## src/rtl/pec_pkg.sv

```systemverilog
package pec_pkg;

    localparam int SEL_W   = 32;
    localparam int THR_W   = 8;
    localparam int N_STATE = 5;

    localparam logic [7:0] EV_RUN    = 8'h76;
    localparam logic [7:0] EV_RETIRE = 8'hC0;
    localparam logic [7:0] EV_REFILL = 8'h42;

    typedef struct packed {
        logic [THR_W-1:0] thresh;
        logic             inv;
        logic             en;
        logic             rsvd;
        logic             irq_on_wrap;
        logic             pin_on_wrap;
        logic             edge_md;
        logic             kern;
        logic             user;
        logic [7:0]       umask;
        logic [7:0]       code;
    } evsel_t;

    typedef enum logic [1:0] {
        RA_SEL  = 2'd0,
        RA_CTR  = 2'd1,
        RA_STAT = 2'd2,
        RA_NONE = 2'd3
    } regaddr_e;

    function automatic logic priv_pass(input logic kern, input logic user,
                                       input logic [1:0] cpl);
        return (cpl == 2'd0) ? kern : user;
    endfunction

    function automatic evsel_t scrub_sel(input logic [SEL_W-1:0] raw);
        evsel_t s;
        s      = evsel_t'(raw);
        s.rsvd = 1'b0;
        return s;
    endfunction

endpackage

```

## src/rtl/pec_event_sel.sv

```systemverilog
module pec_event_sel
    import pec_pkg::*;
#(
    parameter int CW    = 4,
    parameter int NS    = N_STATE,
    parameter int SUM_W = 7
) (
    input  logic                 clk,
    input  logic                 rst,
    input  logic [7:0]           code,
    input  logic [NS-1:0]        umask,
    input  logic                 kern,
    input  logic                 user,
    input  logic [1:0]           cpl,
    input  logic                 cyc_running,
    input  logic [CW-1:0]        retired_cnt,
    input  logic [NS*CW-1:0]     refill_cnt,
    output logic [SUM_W-1:0]     raw,
    output logic                 priv_ok
);

    logic [NS-1:0][SUM_W-1:0] lane;
    logic [SUM_W-1:0]         refill_sum;

    for (genvar g = 0; g < NS; g++) begin : g_lane
        assign lane[g] = umask[g] ? SUM_W'(refill_cnt[g*CW +: CW]) : '0;
    end

    always_comb begin
        refill_sum = '0;
        for (int i = 0; i < NS; i++) begin
            refill_sum = refill_sum + lane[i];
        end
    end

    always_comb begin
        case (code)
            EV_RUN:    raw = SUM_W'(cyc_running);
            EV_RETIRE: raw = SUM_W'(retired_cnt);
            EV_REFILL: raw = refill_sum;
            default:   raw = '0;
        endcase
    end

    assign priv_ok = priv_pass(kern, user, cpl);


    unsupported_zero_chk: assert property (@(posedge clk) disable iff (rst)
        (code != EV_RUN && code != EV_RETIRE && code != EV_REFILL) |-> (raw == '0));


    empty_mask_chk: assert property (@(posedge clk) disable iff (rst)
        (code == EV_REFILL && umask == '0) |-> (raw == '0));

endmodule

```

## src/rtl/pec_qualify.sv

```systemverilog
module pec_qualify
    import pec_pkg::*;
#(
    parameter int SUM_W = 7
) (
    input  logic              clk,
    input  logic              rst,
    input  logic              en,
    input  logic              inv,
    input  logic              edge_md,
    input  logic [THR_W-1:0]  thresh,
    input  logic [SUM_W-1:0]  raw,
    input  logic              priv_ok,
    output logic [SUM_W-1:0]  inc
);

    localparam int CMP_W = (SUM_W > THR_W) ? SUM_W : THR_W;

    logic             active;
    logic             cond;
    logic             hit;
    logic             prev_hit;
    logic [CMP_W-1:0] raw_x;
    logic [CMP_W-1:0] thr_x;

    assign raw_x = CMP_W'(raw);
    assign thr_x = CMP_W'(thresh);

    always_comb begin
        active = en && priv_ok;
        if (thresh == '0)   cond = (raw != '0);
        else if (inv)       cond = (raw_x < thr_x);
        else                cond = (raw_x >= thr_x);
        hit = active && cond;

        if (!active)             inc = '0;
        else if (edge_md)        inc = SUM_W'(hit && !prev_hit);
        else if (thresh == '0)   inc = raw;
        else                     inc = SUM_W'(cond);
    end

    always_ff @(posedge clk) begin
        if (rst) prev_hit <= 1'b0;
        else     prev_hit <= hit;
    end


    disabled_idle_chk: assert property (@(posedge clk) disable iff (rst)
        !en |-> (inc == '0));


    priv_block_chk: assert property (@(posedge clk) disable iff (rst)
        !priv_ok |-> (inc == '0));


    thresh_unit_chk: assert property (@(posedge clk) disable iff (rst)
        (thresh != '0) |-> (inc <= SUM_W'(1)));


    edge_no_repeat_chk: assert property (@(posedge clk) disable iff (rst)
        (edge_md && inc != '0) |=> (!$stable(thresh) || !$stable(inv) || !$stable(edge_md) || inc == '0));

endmodule

```

## src/rtl/pec_accum.sv

```systemverilog
module pec_accum #(
    parameter int CTR_W = 48,
    parameter int SUM_W = 7
) (
    input  logic              clk,
    input  logic              rst,
    input  logic [SUM_W-1:0]  inc,
    input  logic              ctr_we,
    input  logic [CTR_W-1:0]  ctr_wdata,
    input  logic              irq_en,
    input  logic              pin_en,
    input  logic              irq_clr,
    output logic [CTR_W-1:0]  ctr,
    output logic              irq,
    output logic              pin
);

    logic [CTR_W:0] sum;
    logic           wrap;

    assign sum  = {1'b0, ctr} + (CTR_W+1)'(inc);
    assign wrap = !ctr_we && sum[CTR_W];

    always_ff @(posedge clk) begin
        if (rst) begin
            ctr <= '0;
            irq <= 1'b0;
            pin <= 1'b0;
        end else begin
            ctr <= ctr_we ? ctr_wdata : sum[CTR_W-1:0];
            if (irq_clr)               irq <= 1'b0;
            else if (wrap && irq_en)   irq <= 1'b1;
            if (wrap && pin_en)        pin <= ~pin;
        end
    end


    ctr_load_chk: assert property (@(posedge clk) disable iff (rst)
        ctr_we |=> (ctr == $past(ctr_wdata)));


    irq_sticky_chk: assert property (@(posedge clk) disable iff (rst)
        (irq && !irq_clr) |=> irq);


    irq_clear_chk: assert property (@(posedge clk) disable iff (rst)
        irq_clr |=> !irq);


    pin_on_wrap_chk: assert property (@(posedge clk) disable iff (rst)
        !$stable(pin) |-> ($past(pin_en) && !$past(ctr_we) && ctr < $past(ctr)));

endmodule

```

## src/rtl/perf_evt_ctr.sv

```systemverilog
module perf_evt_ctr
    import pec_pkg::*;
#(
    parameter int CTR_W = 48,
    parameter int CW    = 4
) (
    input  logic                   clk,
    input  logic                   rst,
    input  logic                   cyc_running,
    input  logic [CW-1:0]          retired_cnt,
    input  logic [N_STATE*CW-1:0]  refill_cnt,
    input  logic [1:0]             cpl,
    input  logic                   reg_we,
    input  logic [1:0]             reg_addr,
    input  logic [CTR_W-1:0]       reg_wdata,
    output logic [CTR_W-1:0]       reg_rdata,
    output logic                   ovf_irq,
    output logic                   ovf_pin_o
);

    localparam int SUM_W = CW + $clog2(N_STATE + 1);

    evsel_t           sel_q;
    evsel_t           sel_d;
    logic             sel_we;
    logic             ctr_we;
    logic             irq_clr;
    logic [SUM_W-1:0] raw;
    logic [SUM_W-1:0] inc;
    logic             priv_ok;
    logic [CTR_W-1:0] ctr;

    assign sel_d   = scrub_sel(reg_wdata[SEL_W-1:0]);
    assign sel_we  = reg_we && (reg_addr == RA_SEL);
    assign ctr_we  = reg_we && (reg_addr == RA_CTR);
    assign irq_clr = sel_we || (reg_we && (reg_addr == RA_STAT) && reg_wdata[0]);

    always_ff @(posedge clk) begin
        if (rst)         sel_q <= '0;
        else if (sel_we) sel_q <= sel_d;
    end

    pec_event_sel #(.CW(CW), .NS(N_STATE), .SUM_W(SUM_W)) u_sel (
        .clk         (clk),
        .rst         (rst),
        .code        (sel_q.code),
        .umask       (sel_q.umask[N_STATE-1:0]),
        .kern        (sel_q.kern),
        .user        (sel_q.user),
        .cpl         (cpl),
        .cyc_running (cyc_running),
        .retired_cnt (retired_cnt),
        .refill_cnt  (refill_cnt),
        .raw         (raw),
        .priv_ok     (priv_ok)
    );

    pec_qualify #(.SUM_W(SUM_W)) u_qual (
        .clk     (clk),
        .rst     (rst),
        .en      (sel_q.en),
        .inv     (sel_q.inv),
        .edge_md (sel_q.edge_md),
        .thresh  (sel_q.thresh),
        .raw     (raw),
        .priv_ok (priv_ok),
        .inc     (inc)
    );

    pec_accum #(.CTR_W(CTR_W), .SUM_W(SUM_W)) u_acc (
        .clk       (clk),
        .rst       (rst),
        .inc       (inc),
        .ctr_we    (ctr_we),
        .ctr_wdata (reg_wdata),
        .irq_en    (sel_q.irq_on_wrap),
        .pin_en    (sel_q.pin_on_wrap),
        .irq_clr   (irq_clr),
        .ctr       (ctr),
        .irq       (ovf_irq),
        .pin       (ovf_pin_o)
    );

    always_comb begin
        case (reg_addr)
            RA_SEL:  reg_rdata = CTR_W'(sel_q);
            RA_CTR:  reg_rdata = ctr;
            RA_STAT: reg_rdata = CTR_W'(ovf_irq);
            default: reg_rdata = '0;
        endcase
    end


    sel_write_chk: assert property (@(posedge clk) disable iff (rst)
        sel_we |=> (sel_q.code == $past(reg_wdata[7:0]) && sel_q.umask == $past(reg_wdata[15:8])));

endmodule

```

## config.mk

```make
export PLATFORM = sky130hd
export DESIGN_NAME = perf_evt_ctr
export DESIGN_NICKNAME = d
export VERILOG_FILES = /design/src/rtl/pec_pkg.sv /design/src/rtl/pec_event_sel.sv /design/src/rtl/pec_qualify.sv /design/src/rtl/pec_accum.sv /design/src/rtl/perf_evt_ctr.sv
export SDC_FILE = /design/constraint.sdc
export NUM_CORES = 1
export LEC_CHECK = 0
export CAP_MARGIN = 5
export CELL_PAD_IN_SITES_DETAIL_PLACEMENT = 1
export CELL_PAD_IN_SITES_GLOBAL_PLACEMENT = 2
export CORE_MARGIN = 2
export CORE_UTILIZATION = 25
export DETAILED_ROUTE_END_ITERATION = 16
export MAX_ROUTING_LAYER = met4
export PLACE_DENSITY = 0.77
export SLEW_MARGIN = 20
export SYNTH_ARGS = -nofsm -noshare
export SYNTH_HDL_FRONTEND = slang
export SYNTH_HIERARCHICAL = 1
export SYNTH_SLANG_ARGS = --single-unit
```

## constraint.sdc

```tcl
create_clock -name clk -period 14.48 [get_ports clk]
set_input_delay 2.896 -clock clk [delete_from_list [all_inputs] [get_ports clk]]
set_output_delay 2.896 -clock clk [all_outputs]
set_load 0.01 [all_outputs]
```

# Yosys cells after proc, flatten, opt, wreduce, memory -nomap -nowiden

Cells that the tools add are included.

Bitwise logic cells: 1
Reductions and logical operators: 18
Muxes and demuxes: 14
$add $sub $neg: 5
Eq/ne operators: 5
Order comparisons: 2

Operators by type and width:

| cell                                          | count |
|---|---|
| one-hot mux 48 bit (3 select lines)           | 1 |
| adder 48 x 7 -> 49 bit                        | 1 |
| two-way mux 48 bit                            | 1 |
| adder 7 bit                                   | 4 |
| two-way mux 7 bit                             | 3 |
| one-hot mux 7 bit (3 select lines)            | 1 |
| two-way mux 4 bit                             | 5 |
| == test 8 x 7 -> 1 bit, second input constant | 2 |
| logical AND 1 bit                             | 10 |
| == test 8 bit, second input constant          | 1 |
| greater-or-equal comparator 7 x 8 -> 1 bit    | 1 |
| logical NOT 8 bit                             | 1 |
| < comparator 7 x 8 -> 1 bit                   | 1 |
| nonzero test 7 bit                            | 1 |
| logical NOT 2 bit                             | 2 |
| two-way mux 1 bit                             | 3 |
| == test 2 x 1 -> 1 bit, second input constant | 1 |
| == test 2 bit, second input constant          | 1 |
| logical NOT 1 bit                             | 2 |
| OR reduction 2 bit                            | 1 |
| logical OR 1 bit                              | 1 |
| NOT 1 bit                                     | 1 |

Logic and storage cells: 59
Bits in registers: 82
Output and inout bits: 50

# Longest topological paths before layout

Depth after elaboration: 16
Mapped depth: 26

# By module

Netlist, hierarchy kept.

Modules (own cells, without submodules):

| module        | instances | sequential area each (um^2) | cells an instance | area each (um^2) |
|---|---|---|---|---|
| pec_accum     | 1         | 1,001.0                     | 395               | 3,183.1 |
| perf_evt_ctr  | 1         | 620.6                       | 227               | 2,008.2 |
| pec_event_sel | 1         | 0.0                         | 82                | 681.9 |
| pec_qualify   | 1         | 20.0                        | 50                | 434.2 |

# Worst setup path after synthesis

Ideal clock, no wire load.

Path type: input port to flip-flop
Start point: input refill_cnt[1]
End point: register u_acc.ctr[40]
Setup time: 0.140 ns
Buffers on the path: 2
Slack: 5.500 ns
Data required time: 14.340 ns
Arrival time: 8.839 ns
Stages: 25
Cell sequence: and2_1 -> fa_1 -> inv_1 -> fa_1 -> fa_1 -> inv_1 -> ha_1 -> fa_1 -> a211oi_1 -> o21bai_1 -> o2111a_1 -> ha_1 -> a211oi_2 -> o32ai_2 -> nor4b_2 -> a211oi_1 -> ha_1 -> fa_1 -> a211oi_1 -> o211a_1 -> buf_2 -> nor4_4 -> buf_4 -> a311oi_1 -> a2111oi_2

Cells in the longest elaborated chain, start to end: 15
Elaborated cells between the ends (all ways): 18

RTL lines:

| item                                                                                      | RTL line                             | RTL |
|---|---|---|
| from (decl)                                                                               | perf_evt_ctr.sv:11                   | `input logic [N_STATE*CW-1:0] refill_cnt,` |
| two-way mux 4 bit (*)                                                                     | pec_event_sel.sv:26                  | `assign lane[g] = umask[g] ? SUM_W'(refill_cnt[g*CW +: CW]) : '0;` |
| adder 7 bit (*) (4 in series)                                                             | pec_event_sel.sv:32                  | `refill_sum = refill_sum + lane[i];` |
| one-hot mux 7 bit (3 select lines) (*)                                                    | pec_event_sel.sv:37                  | `case (code)` |
| via raw[5]                                                                                | perf_evt_ctr.sv:28                   | `logic [SUM_W-1:0] raw;` |
| greater-or-equal comparator 7 x 8 -> 1 bit or < comparator 7 x 8 -> 1 bit (tied branches) | pec_qualify.sv:33, pec_qualify.sv:32 |  |
| two-way mux 1 bit                                                                         | pec_qualify.sv:32                    | `else if (inv) cond = (raw_x < thr_x);` |
| two-way mux 1 bit (*)                                                                     | pec_qualify.sv:31                    | `if (thresh == '0) cond = (raw != '0);` |
| logical AND 1 bit                                                                         | pec_qualify.sv:34                    | `hit = active && cond;` |
| logical AND 1 bit                                                                         | pec_qualify.sv:37                    | `else if (edge_md) inc = SUM_W'(hit && !prev_hit);` |
| two-way mux 7 bit (*)                                                                     | pec_qualify.sv:37                    |  |
| two-way mux 7 bit (*)                                                                     | pec_qualify.sv:36                    | `if (!active) inc = '0;` |
| via inc[0]                                                                                | perf_evt_ctr.sv:29                   | `logic [SUM_W-1:0] inc;` |
| adder 48 x 7 -> 49 bit (*)                                                                | pec_accum.sv:21                      | `assign sum = {1'b0, ctr} + (CTR_W+1)'(inc);` |
| two-way mux 48 bit (*)                                                                    | pec_accum.sv:30                      | `ctr <= ctr_we ? ctr_wdata : sum[CTR_W-1:0];` |
| to (signal assigned)                                                                      | pec_accum.sv:30                      |  |
| to (decl)                                                                                 | pec_accum.sv:13                      | `output logic [CTR_W-1:0] ctr,` |

Mark *: on every way through the listed nets, which the timed path passes. The rest lies on a longest branch.
A chain may end at the register's enable or synchronous reset.

# Worst setup path in the final report

Start point: input refill_cnt[1]
End point: register u_acc.ctr[36]

The elaborated chain is that of the path after synthesis.

==> impl_metrics.csv <==
group,metric,value,unit
floorplan,fp.dieArea,26500,um2
global_routing,grt_pass1_vias,6097,
detailed_routing,viasPerCell,4.92,
yosys,avgSynthCellArea,8.37,um2
global_routing,grt_max_degree,75,
clock_network,cts_root_buf,"clkbuf_16",
layout,post-route-util,32.7,%
detailed_routing,drc,0,
sta,drv_slew,0,
yosys,synth-simple-area-share,31.2,%
global_routing,grt_antenna_before_repair,1,
layout,syn2layout_area_growth,29.2,%
sta,clock.fmax,101,MHz
global_routing,grt_pass1_wl,33900,um
floorplan,rows,58,
clock_network,cts.hold.buffers_added,0,
yosys,synth_edf_count,0,
floorplan,io_pins,130,
floorplan,die_x,163,um
detailed_routing,wl_per_cell,17.9,um
sta,timing.final.crit_period,9920,ps
yosys,synth_adder_area_share,7.97,%
sta,setup_viol_count_final,0,
floorplan,initial_utilization,25.3,%
clock_network,path_clk_slew,60,ps
place,numPortBuffers,129,
yosys,async_flop_share,0,%
power_and_ir_drop,ir_drop,0.0416,mV
layout,fin_nets,970,
clock_network,cts_max_level,3,
detailed_routing,finalWirelength,21300,um
place,dp_hpwl,15900,um
clock_network,cts_made_buffers,9,
global_routing,overflow,0,
worst_setup_path,worstSetupPathType,"input port to flop",
power_and_ir_drop,powerDensity,71.2,nW/um2
detailed_routing,drt_first_iter_violations,255,
clock_network,cts_tree,"yes",
clock_network,clkLatencyLatePin,350,ps
worst_setup_path,arrival,10150,ps
layout,layout_common_cells,"clkdlybuf4s50_1, dfxtp_1, nor2_1, nand2b_1, mux2i_1",
yosys,ys_seq_area_share,26.0,%
sta,post-route-period-util,68.5,%
power_and_ir_drop,p_leak,0.00292,uW
clock_network,cts_setup_buffers,0,
clock_network,clockBufferDepth,2,
worst_setup_path,cp.required,14720,ps
yosys,synthFlopType,"dfxtp_1",
clock_network,clock-sinks,82,
yosys,syn-cell-area,6310,um2
yosys,synth_compound_gate_area_share,15.7,%
flow_run,maxCapViolations,0,
worst_hold_path,hold_class,"flop to flop",
sta,final.setup_skew,12.7,ps
yosys,syn_inst,754,
yosys,ys_types,73,
detailed_routing,vias,5867,
detailed_routing,dr.pass1.iters,4,
worst_setup_path,cp-start-kind,"input port",
clock_network,ctsResizeCount,0,
worst_setup_path,end_kind,"flop",
sta,relSlewSlack,39.0,%
worst_setup_path,worstPathMaxFanout,16,
yosys,muxShareOfSynthArea,10.5,%
sta,grt_setup_unrepaired,"false",
yosys,synth_warnings,6,
layout,layout-drive-gt1-share,5.92,%
yosys,synth_xor_area_share,2.92,%
layout,layout_commonest_cell,"clkdlybuf4s50_1",
yosys,ys_ff_latch,82,
yosys,synth_top_family_by_area,"simple AND/OR/NAND/NOR gates",
floorplan,die-height,163,um
sta,hold_viol,0,
sta,fin_tns_setup,0,ps
outcome,status,"finished, final reports clean",
yosys,synth_nets,867,
place,place_congestion,0.792,
floorplan,core,25000,um2
detailed_routing,drtAntennaViolNets,0,
sta,tightest_slew,908,ps
global_routing,grt_util_all_layers,16.8,%
==> per-layer routing <==
metal	vias to the layer above	track usage [%]	part of all wire, %
met5	-	-	0
met4	0	4.02	0.89
met3	12	2.70	3.6
met2	132	26.2	46
met1	2814	22.6	49
li1	2909	-	-
==> cell type report <==
class	instances	area, um2
Fill cell	2973	16800
Clock buffer	12	246
Multi-Input combinational cell	587	4310
Antenna cell	1	2.50
Inverter	40	150
Sequential cell	82	1640
Timing Repair Buffer	137	1340
Tap cell	330	413
Clock inverter	3	40.0
==> synth_stat cells (3+ instances only) <==
cell type | n | area share (%)
nor2b_1 | 3 | 0.30
o21ai_1 | 3 | 0.24
a211oi_1 | 23 | 2.7
xnor2_1 | 10 | 1.4
buf_4 | 3 | 0.36
clkbuf_1 | 33 | 2.0
dfxtp_1 | 82 | 26
nor4b_1 | 7 | 0.97
fa_1 | 12 | 3.8
nor4_4 | 3 | 1.0
and3_1 | 7 | 0.69
nand3_1 | 17 | 1.3
xor2_1 | 11 | 1.5
a22oi_1 | 3 | 0.36
a21oi_1 | 14 | 1.1
ha_1 | 21 | 4.2
nor2_1 | 79 | 4.7
nor3b_1 | 4 | 0.48
o31ai_1 | 5 | 0.60
a2111oi_0 | 5 | 0.69
buf_2 | 5 | 0.40
or3_1 | 7 | 0.69
nor4_1 | 9 | 0.89
nand2_1 | 51 | 3.0
and4_1 | 8 | 1.1
a2111oi_1 | 5 | 0.79
o21ai_0 | 16 | 1.3
or4_1 | 6 | 0.71
inv_1 | 40 | 2.4
buf_6 | 3 | 0.54
o2111ai_1 | 3 | 0.42
nand2b_1 | 65 | 6.4
nor3_1 | 12 | 0.95
and2_1 | 36 | 3.6
nand4_1 | 10 | 0.99
mux2i_1 | 64 | 10
a311oi_1 | 16 | 2.2
o211ai_1 | 4 | 0.48
==> state kept, by name (all words and copies together), names as in the netlist <==
signal,count
u_acc/ctr,48
sel_q,31
u_acc/irq,1
u_acc/pin,1
u_qual/prev_hit,1
==> critical path: stages <==
cell and delay (ps):
clkdlybuf4s50_1 390, and2_1 170, fa_1 540, inv_1 60
fa_1 520, fa_1 550, inv_1 40, ha_1 220
fa_1 400, a211oi_1 330, o21bai_1 120, o2111a_1 180
ha_1 360, a211oi_2 220, o32ai_2 130, o211a_1 240
a211oi_1 210, ha_1 260, fa_1 270, a211oi_1 130
o211a_1 400, nor4_4 870, a2111oi_0 220, or3_1 400
==> path summary, 6_finish.rpt <==
check                    startpoint                        to  slack [ps]  depth (start not counted)
min reg2reg  sel_q[14]$_SDFFE_PP0P_    sel_q[14]$_SDFFE_PP0P_         470                          2
min          sel_q[14]$_SDFFE_PP0P_    sel_q[14]$_SDFFE_PP0P_         470                          2
max reg2reg   sel_q[8]$_SDFFE_PP0P_  u_acc/ctr[36]$_SDFF_PP0_        7120                         23
max                   refill_cnt[1]  u_acc/ctr[36]$_SDFF_PP0_        4560                         24
==> through the flow <==
stage	total power [uW]	setup WS [ps]	hold slack [ps]	std cells	instance area, um2
after floorplan	303	5500	448	754	6310
after global placement	350	4260	457	1176	7860
after detailed placement	352	4210	472	1176	7860
after CTS	587	4540	482	1191	8140
after global routing	606	4080	509	1192	8150
final	581	4560	475	1192	8150
==> report_power, final <==
part	internal (uW)	switching, uW	leakage (uW)
combinational	51.0	44.1	0.00211
sequential	236	15.2	0.000668
clock	137	97.5	0.000142
total	424	157	0.00292
==> cells by family (layout without fill, tap and decap cells) <==
group | Yosys count | in the layout
and+or+nand+nor | 343 | 343
AOI/OAI and AO/OA | 124 | 124
buffers and inverters | 85 | 192
DFF | 82 | 82
muxes | 66 | 66
adders and majority gates | 33 | 33
xor gates and xnor gates | 21 | 21
other | 0 | 1
Note: power is estimated with default switching activity, not from simulation.
